`src/rtl/warm_reset_keyed.sv`:
```
module warm_reset_keyed #(
  parameter int              CLK_HZ    = 100_000_000,
  parameter int              PULSE_US  = 1,
  parameter int              ADDR_W    = 4,
  parameter logic [ADDR_W-1:0] CTRL_ADDR = 4'd13,
  parameter logic [ADDR_W-1:0] KEY_ADDR  = 4'd14,
  parameter logic [7:0]      UNLOCK    = 8'hA8,
  parameter int              REQ_BIT   = 5
) (
  input  logic              clk,
  input  logic              rst_n,
  input  logic              wr_en,
  input  logic [ADDR_W-1:0] wr_addr,
  input  logic [7:0]        wr_data,
  output logic              warm_rst_n,
  output logic [7:0]        ctrl_rdata,
  output logic [7:0]        key_rdata
);
  localparam int PULSE_CYC = CLK_HZ / 1_000_000 * PULSE_US;
  localparam int CNT_W     = (PULSE_CYC > 1) ? $clog2(PULSE_CYC) : 1;

  logic [7:0]       key_q;
  logic             req_n_q;
  logic [CNT_W-1:0] cnt_q;

  wire ctrl_hit = wr_en && (wr_addr == CTRL_ADDR);
  wire arm      = ctrl_hit && !wr_data[REQ_BIT] && (key_q == UNLOCK) && req_n_q;

  always_ff @(posedge clk or negedge rst_n)
    if (!rst_n)                                key_q <= 8'h00;
    else if (wr_en && (wr_addr == KEY_ADDR))   key_q <= wr_data;

  always_ff @(posedge clk or negedge rst_n)
    if (!rst_n) begin
      req_n_q <= 1'b1;
      cnt_q   <= '0;
    end else if (arm) begin
      req_n_q <= 1'b0;
      cnt_q   <= CNT_W'(PULSE_CYC - 1);
    end else if (!req_n_q) begin
      if (cnt_q == '0) req_n_q <= 1'b1;
      else             cnt_q   <= cnt_q - 1'b1;
    end

  assign warm_rst_n = req_n_q;
  assign ctrl_rdata = req_n_q ? (8'h01 << REQ_BIT) : 8'h00;
  assign key_rdata  = key_q;
endmodule

```
`config.mk`:
```
export PLATFORM = sky130hd
export DESIGN_NAME = warm_reset_keyed
export DESIGN_NICKNAME = d
export VERILOG_FILES = /design/src/rtl/warm_reset_keyed.sv
export SDC_FILE = /design/constraint.sdc
export NUM_CORES = 1
export LEC_CHECK = 0
export ABC_CLOCK_PERIOD_IN_PS = 2200
export BUFFER_PORTS_ARGS = -buffer_cell sky130_fd_sc_hd__buf_2
export CAP_MARGIN = 10
export CORE_MARGIN = 2
export CORE_UTILIZATION = 26
export CTS_CLUSTER_DIAMETER = 100
export DETAILED_ROUTE_END_ITERATION = 7
export PLACE_DENSITY_LB_ADDON = 0.1
export SYNTH_ARGS = -nofsm -noshare
export SYNTH_HDL_FRONTEND = slang
export SYNTH_SLANG_ARGS = --single-unit
```
`constraint.sdc`:
```
create_clock -name clk -period 2.2 [get_ports clk]
set_input_delay 0.22 -clock clk [delete_from_list [all_inputs] [get_ports clk]]
set_output_delay 0.22 -clock clk [all_outputs]
set_load 0.1 [all_outputs]
```
Word level (Yosys, flattened, before mapping) --
Index checks and enable logic that the tools add are counted.
Word-level totals: bits in registers 16, output and inout bits 17
Cells by class: add/sub/neg operators 1, eq/ne operators 5, muxes and demuxes 7, reductions and logical operators 8
Operators with widths (number):
- $mux W7 | 3
- $eq A4 B4 Y1 const B | 2
- $eq A8 B8 Y1 const B | 1
- $logic_not A7 Y1 | 1
- $sub A7 B1 Y7 const B | 1
- $mux W6 | 1
- $logic_and A1 B1 Y1 | 5
- $mux W1 | 3
- $ne A2 B1 Y1 const B | 1
- $ne A2 B2 Y1 const B | 1
- $reduce_and A2 Y1 | 1
- $logic_not A1 Y1 | 1

Logic depth before layout (Yosys ltp) --
Gate-level depths: netlist of run 1.
depth in word-level cells 7, depth in mapped cells 6

Worst setup path before layout of run 1 --
OpenSTA, ideal clock, no wires.
kind register -> register, start register key_q[0] (netlist: key_rdata[0]), end register cnt_q[2], library setup time 0.127 ns, arrival time 1.948 ns, data required time 2.073 ns, setup slack 0.125 ns, stages on the path, launching flop included 5, buffers on the path 0, clock period less this slack 2.075 ns, path through dfrtp_1 or4_1 or4_4 nand2_1 mux2i_1
Between the ends: cells in the longest elaborated chain, start to end 5
RTL lines:
- start: declaration | line 22 | logic [7:0] key_q;
- start signal: assignment | line 31 | else if (wr_en && (wr_addr == KEY_ADDR)) key_q <= wr_data;
- $eq A8 B8 Y1 * | line 27 | wire arm = ctrl_hit && !wr_data[REQ_BIT] && (key_q == UNLOCK) && req_n_q;
- $logic_and A1 B1 Y1 * (2 in series) | line 27
- $ne A2 B2 Y1 (no line) or $ne A2 B1 Y1 (tied branches)
- $reduce_and A2 Y1 (no line)
- end signal: assignment | line 39 | cnt_q <= CNT_W'(PULSE_CYC - 1);
- end signal: assignment | line 42 | else cnt_q <= cnt_q - 1'b1;
- end: declaration | line 24 | logic [CNT_W-1:0] cnt_q;
Mark *: on every way between the ends. The rest lies on a longest branch, timed or not. A chain may end at the register's enable or synchronous reset.

Worst setup path in the final report of run 1 --
start register key_q[2] (netlist: key_rdata[2]), end register cnt_q[2]
Same word-level chain as after synthesis.

==> run_results.csv, run 1 <==
group,metric,value,unit
timing,timing.fmax,607,MHz
place,port-buffer-count,24,
yosys,ys.flop_type,"dfrtp_1",
pwr,switching_share,48.9,%
clocking,cts.sinks,16,
die,die_x,60.4,um
die,start_util,27.1,%
yosys,postSynth.asyncResetShare,100,%
layout,antenna_cells,0,
yosys,ys_warn_count,0,
timing,maxSlewHeadroom,57.5,%
yosys,ys_types,26,
drt,ant_nets,0,
drt,drc_errors,0,
setup_path,required,2380,ps
layout,fin_nets,118,
timing,finalCritPeriodShare,74.9,%
grt,track_usage,10.8,%
yosys,synth_top_cell_by_area,"dfrtp_1",
place,post-dp-hpwl,1300,um
die,core,3050,um2
yosys,netlist_area,828,um2
worst_hold_path,worstHoldPathCells,2,
die,boundaryPins,32,
grt,grt_pass1_vias,599,
drt,drtIter0Drc,8,
clocking,path_clk_slew,100,ps
yosys,synth_cells,73,
flow_run,maxCapViolCount,0,
setup_path,critical_path_class,"flop to flop",
setup_path,arrival,1820,ps
timing,maxSlewViolCount,0,
pwr,power_frac_comb,43.5,%
clocking,cts-root-buf,"clkbuf_4",
clocking,cts_setup_buffers,0,
grt,overflow,0,
setup_path,reg2reg_depth,4,
setup_path,crit_path_start,"key_rdata[2]$_DFFE_PN0P_",
die,die_y,60.4,um
die,rows,20,
setup_path,crit-reg2reg-launch,"key_rdata[2]$_DFFE_PN0P_",
drt,wl,1680,um
clocking,cts_tree,"yes",
grt,grt_antenna_before_repair,0,
drt,vias_per_cell,4.10,
pwr,p_clk_share,19.6,%
yosys,synth.avg_cell_area,11.3,um2
layout,synthToLayoutAreaGrowth,22.2,%
run_status,outcome,"completed",
timing,final-setup-viol-count,0,
place,routabilityCongestion,0.727,
worst_hold_path,hp-start,"wr_data[2]",
drt,num_vias,591,
grt,grt_max_degree,17,
yosys,ys_seq_elements,16,
timing,setup_tns,0,ps
setup_path,start_kind,"flop",
yosys,ys_seq_area_share,48.5,%
timing,period_minus_slack,1650,ps
setup_path,worst_setup_path_end_kind,"flop",
timing,finalHoldViolations,0,
pwr,seqPwrFrac,36.9,%
setup_path,reg2reg_to,"cnt_q[2]$_DFFE_PN0P_",
place,place_inst,139,
layout,post-route-util,33.2,%
pwr,max-vdd-ir-drop,0.547,mV
timing,worst_pin_slew,635,ps
worst_hold_path,hold_class,"primary input to flop",
yosys,synth_edf_count,0,
clocking,h-tree-depth,1,
layout,drive_gt1_share,40.0,%
layout,fillers,347,
clocking,clk_latency,280,ps
drt,wl_per_cell,11.6,um
worst_hold_path,min_to,"key_rdata[2]$_DFFE_PN0P_",
clocking,cts.path.max_buffers,2,
pwr,p_int,0.000512,W
setup_path,critPathMaxFanout,5,
timing,skew,7.81,ps
die,die-area,3650,um2
pwr,p_leak,0.448,nW
clocking,cts-buffers-inserted,3,
drt,firstDrtPassIters,3,
pwr,switchingPower,0.000489,W
yosys,yosys-top-cells-area,"dfrtp_1 45%, mux2_2 11%, buf_4 7.3%, dfstp_2 3.2%, xor2_1 3.2%",
yosys,synth.top_cells.by_count,"15 x dfrtp_1, 8 x buf_4, 8 x mux2_2",
layout,final_cells,144,
setup_path,r2r_slack,550,ps
yosys,yosysMostFrequentCell,"dfrtp_1",
yosys,synth_top_cell_area_share,45.3,%
pwr,power.density,988,nW/um2
grt,grt_pass1_wl,2860,um
timing,rsz0062_at_grt,"false",
power groups by stage:
stage | clock (W) | combinational (W) | sequential [W]
finish | 0.000196 | 0.000435 | 0.000369
global route | 0.000224 | 0.000452 | 0.000377
CTS | 0.000203 | 0.000438 | 0.000370
detailed placement | 0 | 0.000435 | 0.000376
global placement | 0 | 0.000433 | 0.000375
floorplan | 0 | 0.000123 | 0.000624
cell families (layout without fill, tap and decap cells):
group / after synthesis / in the layout / synth area share, %
compound gates: 6 / 6 / 4.68
xor+xnor: 4 / 4 / 4.23
fa+ha+maj: 2 / 2 / 3.02
buf+inv: 11 / 32 / 8.61
flops: 16 / 16 / 48.5
mux: 9 / 9 / 12.1
other cells: 1 / 7 / 0.453
simple gates: 24 / 24 / 18.4
layout by cell type (no fill, tap or decap), drive strengths merged:
cell type and instances:
buf 24, clkbuf 4, conb 7, dfrtp 15, dfstp 1, dlygate4sd3 1
ha 2, inv 3, mux2 8, mux2i 1, nand2 5, nand2b 2
nand3 2, nand4b 1, nand4bb 1, nor2 4, nor3 1, nor3b 1
nor4 2, nor4b 1, o2111ai 1, o211ai 1, o21a 1, o21ai 3
or4 4, xnor2 1, xor2 3
sequential cells by signal (all words and copies together), names as in the netlist:
signal and flops:
key_rdata 8, cnt_q 7, warm_rst_n 1
per-stage QoR:
stage          instance area [um2]  setup WS (ps)  total power (W)  hold slack, ps
2_1_floorplan                  851            125         0.000747           -75.6
3_3_place_gp                   966            570         0.000808             172
3_5_place_dp                   966            543         0.000811             166
4_1_cts                       1010            519          0.00101             155
5_1_grt                       1010            437          0.00105             143
6_report                      1010            552          0.00100             159
layer usage:
| metal | routed length (um) | vias up | track usage (%) |
|---|---|---|---|
| li1 | - | 302 | - |
| met1 | 774 | 271 | 13.8 |
| met2 | 815 | 16 | 17.7 |
| met3 | 68 | 2 | 3.84 |
| met4 | 20 | 0 | 2.80 |
| met5 | 0 | - | 0 |
timing repair:
action                     in CTS  in global routing
hold buffers                    1                  0
resized for setup               0                  0
hold endpoints to repair       15                  0
setup endpoints to repair       0                  0
critical path, cell delays in order (launching register included):
cell     delay (ps)
dfrtp_1         410
or4_1           500
or4_4           480
nand2_1          90
mux2i_1          60
final cells by class:
class                           instances  area [um2]  area share (%)
Multi-Input combinational cell         52         378            37.3
Sequential cell                        16         402            39.7
Timing Repair Buffer                   25         130            12.9
Inverter                                3        11.3            1.11
Clock buffer                            4        36.3            3.58
Tap cell                               44        55.1            5.44
worst max path at each step:
stage	to	cells after the start	slack [ps]
after floorplan	cnt_q[2]$_DFFE_PN0P_	4	120
after global placement	cnt_q[2]$_DFFE_PN0P_	4	570
after detailed placement	cnt_q[4]$_DFFE_PN0P_	3	540
after CTS	cnt_q[4]$_DFFE_PN0P_	3	520
after global routing	cnt_q[3]$_DFFE_PN0P_	3	440
final	cnt_q[2]$_DFFE_PN0P_	4	550
Power figures use the tool's default switching activity.
==> run 2: changes to the inputs <==
Settings changed: ABC_CLOCK_PERIOD_IN_PS 2200 to 1600.
Clock period 2.2 ns to 1.6 ns, I/O delays scaled along.
==> run 2 against run 1 <==
The run now ends with setup timing left. Critical path type unchanged. Critical endpoint unchanged. Sequential power increased by 40%. Global-route usage decreased by 0.47 points. Design area grew 10%. Final cell count increased by 5.6%. Clock-buffer cell count stayed put. Via count increased by 7.3%. Highest routed layer unchanged. Routed wire length up 2.7%.
==> run_results.csv, run 2 (synthesis gave the netlist of run 1 again) <==
group,metric,value,unit
grt,top_usage_layer,"met2",
drt,drtIter0Drc,4,
run_status,outcome,"finished, violations left",
timing,rsz0062_at_grt,"true",
place,port-buffer-count,24,
grt,overflow,0,
clocking,h-tree-depth,1,
place,routabilityCongestion,0.679,
timing,skew,4.71,ps
clocking,path_clk_slew,90,ps
drt,wl_per_cell,11.3,um
layout,fin_nets,126,
timing,timing.fmax,588,MHz
setup_path,crit_chain,"or4_4 -> or4_4 -> nand2_1 -> mux2i_1",
layout,drive_gt1_share,52.8,%
grt,grt_pass1_wl,2720,um
place,place_inst,147,
timing,period_minus_slack,1700,ps
pwr,max-vdd-ir-drop,0.826,mV
clocking,cts-buffers-inserted,3,
die,die_x,60.4,um
die,core,3050,um2
clocking,cts-root-buf,"clkbuf_4",
setup_path,required,1780,ps
grt,met1_usage,12.0,%
setup_path,cpMostUsedCell,"or4_4",
die,rows,20,
grt,grt.met2_usage,18.3,%
worst_hold_path,hold_class,"primary input to flop",
layout,largest_reg_flops,8,
die,die_y,60.4,um
setup_path,critPathMaxFanout,5,
setup_path,arrival,1880,ps
drt,drc_errors,0,
grt,grt.met3_usage,2.99,%
layout,fillers,311,
drt,ant_nets,0,
flow_run,maxCapViolCount,0,
setup_path,start_kind,"flop",
clocking,cts_tree,"yes",
timing,setup_slack,-102,ps
grt,grt_antenna_before_repair,0,
setup_path,critical_path.max_stage_delay,510,ps
clocking,clk_latency,280,ps
pwr,p_leak,0.489,nW
grt,track_usage,10.4,%
place,place_area,1080,um2
die,die-area,3650,um2
grt,grt_pass1_vias,632,
layout,antenna_cells,0,
setup_path,critical_path_class,"flop to flop",
setup_path,worst_setup_path_end_kind,"flop",
drt,firstDrtPassIters,4,
timing,finalCritPeriodShare,106,%
timing,final-setup-viol-count,2,
clocking,cts.path.max_buffers,2,
setup_path,critPathSlowestCell,"or4_4",
timing,finalHoldViolations,0,
die,boundaryPins,32,
setup_path,crit_family,"simple AND/OR/NAND/NOR gates",
pwr,power.density,1220,nW/um2
grt,grt_max_degree,17,
die,start_util,27.1,%
run_status,violations,"setup timing",
timing,maxSlewViolCount,0,
place,post-dp-hpwl,1360,um
layout,layout_common_cells,"22 x buf_2, 8 x mux2_2, 8 x buf_4",
drt,wl,1720,um
layout,fin_area,1120,um2
layout,final_cells,152,
layout,synthToLayoutAreaGrowth,34.7,%
setup_path,critPathBufInv,0,
clocking,cts.sinks,16,
drt,vias_per_cell,4.17,
layout,final_common_cell,"buf_2",
clocking,cts_setup_buffers,0,
drt,num_vias,634,
## run 2: timing repair
action	CTS	global route
pin swaps	0	3
gates resized for setup	0	3
hold buffers	1	0
endpoints found under the setup margin	5	7
hold endpoints to repair	15	0
## run 2: area by class of cell
type / instances / area, um2 / share of cell area, %
repair buffers: 33 / 220 / 19.7
clock buffers: 4 / 26.3 / 2.35
flip-flops and latches: 16 / 418 / 37.4
inverters: 3 / 11.3 / 1.01
well taps: 44 / 55.1 / 4.93
multi-input cells: 52 / 385 / 34.5
## run 2: metrics by stage
step	TNS (ps)	utilization (%)	hold slack [ps]	total power, W	worst slack (ps)
finish	-134	36.6	104	0.00136	-102
CTS	-192	36.4	90.4	0.00138	-114
global placement	-96.5	35.2	92.4	0.00115	-85.5
floorplan	-1010	-	-136	0.00104	-259
global route	-282	36.6	98.3	0.00143	-147
detailed placement	-151	35.2	93.5	0.00115	-109
## run 2: where the power goes
group          leakage (nW)  internal [W]  switching [W]  total (W)
registers             0.161      0.000474      0.0000435   0.000517
clock network        0.0150     0.0000966       0.000122   0.000218
logic                 0.313      0.000124       0.000503   0.000627
## run 2: final timing paths
check / start / endpoint / slack, ps / cells after the start
max: key_rdata[0]$_DFFE_PN0P_ / cnt_q[2]$_DFFE_PN0P_ / -100 / 4
min: wr_data[6] / key_rdata[6]$_DFFE_PN0P_ / 100 / 2
max reg2reg: key_rdata[0]$_DFFE_PN0P_ / cnt_q[2]$_DFFE_PN0P_ / -100 / 4
min reg2reg: key_rdata[1]$_DFFE_PN0P_ / key_rdata[1]$_DFFE_PN0P_ / 530 / 1
max in group asynchronous: rst_n / warm_rst_n$_DFF_PN1_ / 970 / 2
min in group asynchronous: rst_n / cnt_q[2]$_DFFE_PN0P_ / 320 / 2
## run 2: routing by layer
layer	wire length, um	vias to the layer above
li1	-	313
met1	738	298
met2	870	21
met3	103	2
met4	10	0
met5	0	-
## run 2: worst reg2reg max path: stages, from the launching register on
cell and delay, ps:
dfrtp_4 480, or4_4 510, or4_4 460, nand2_1 90, mux2i_1 60
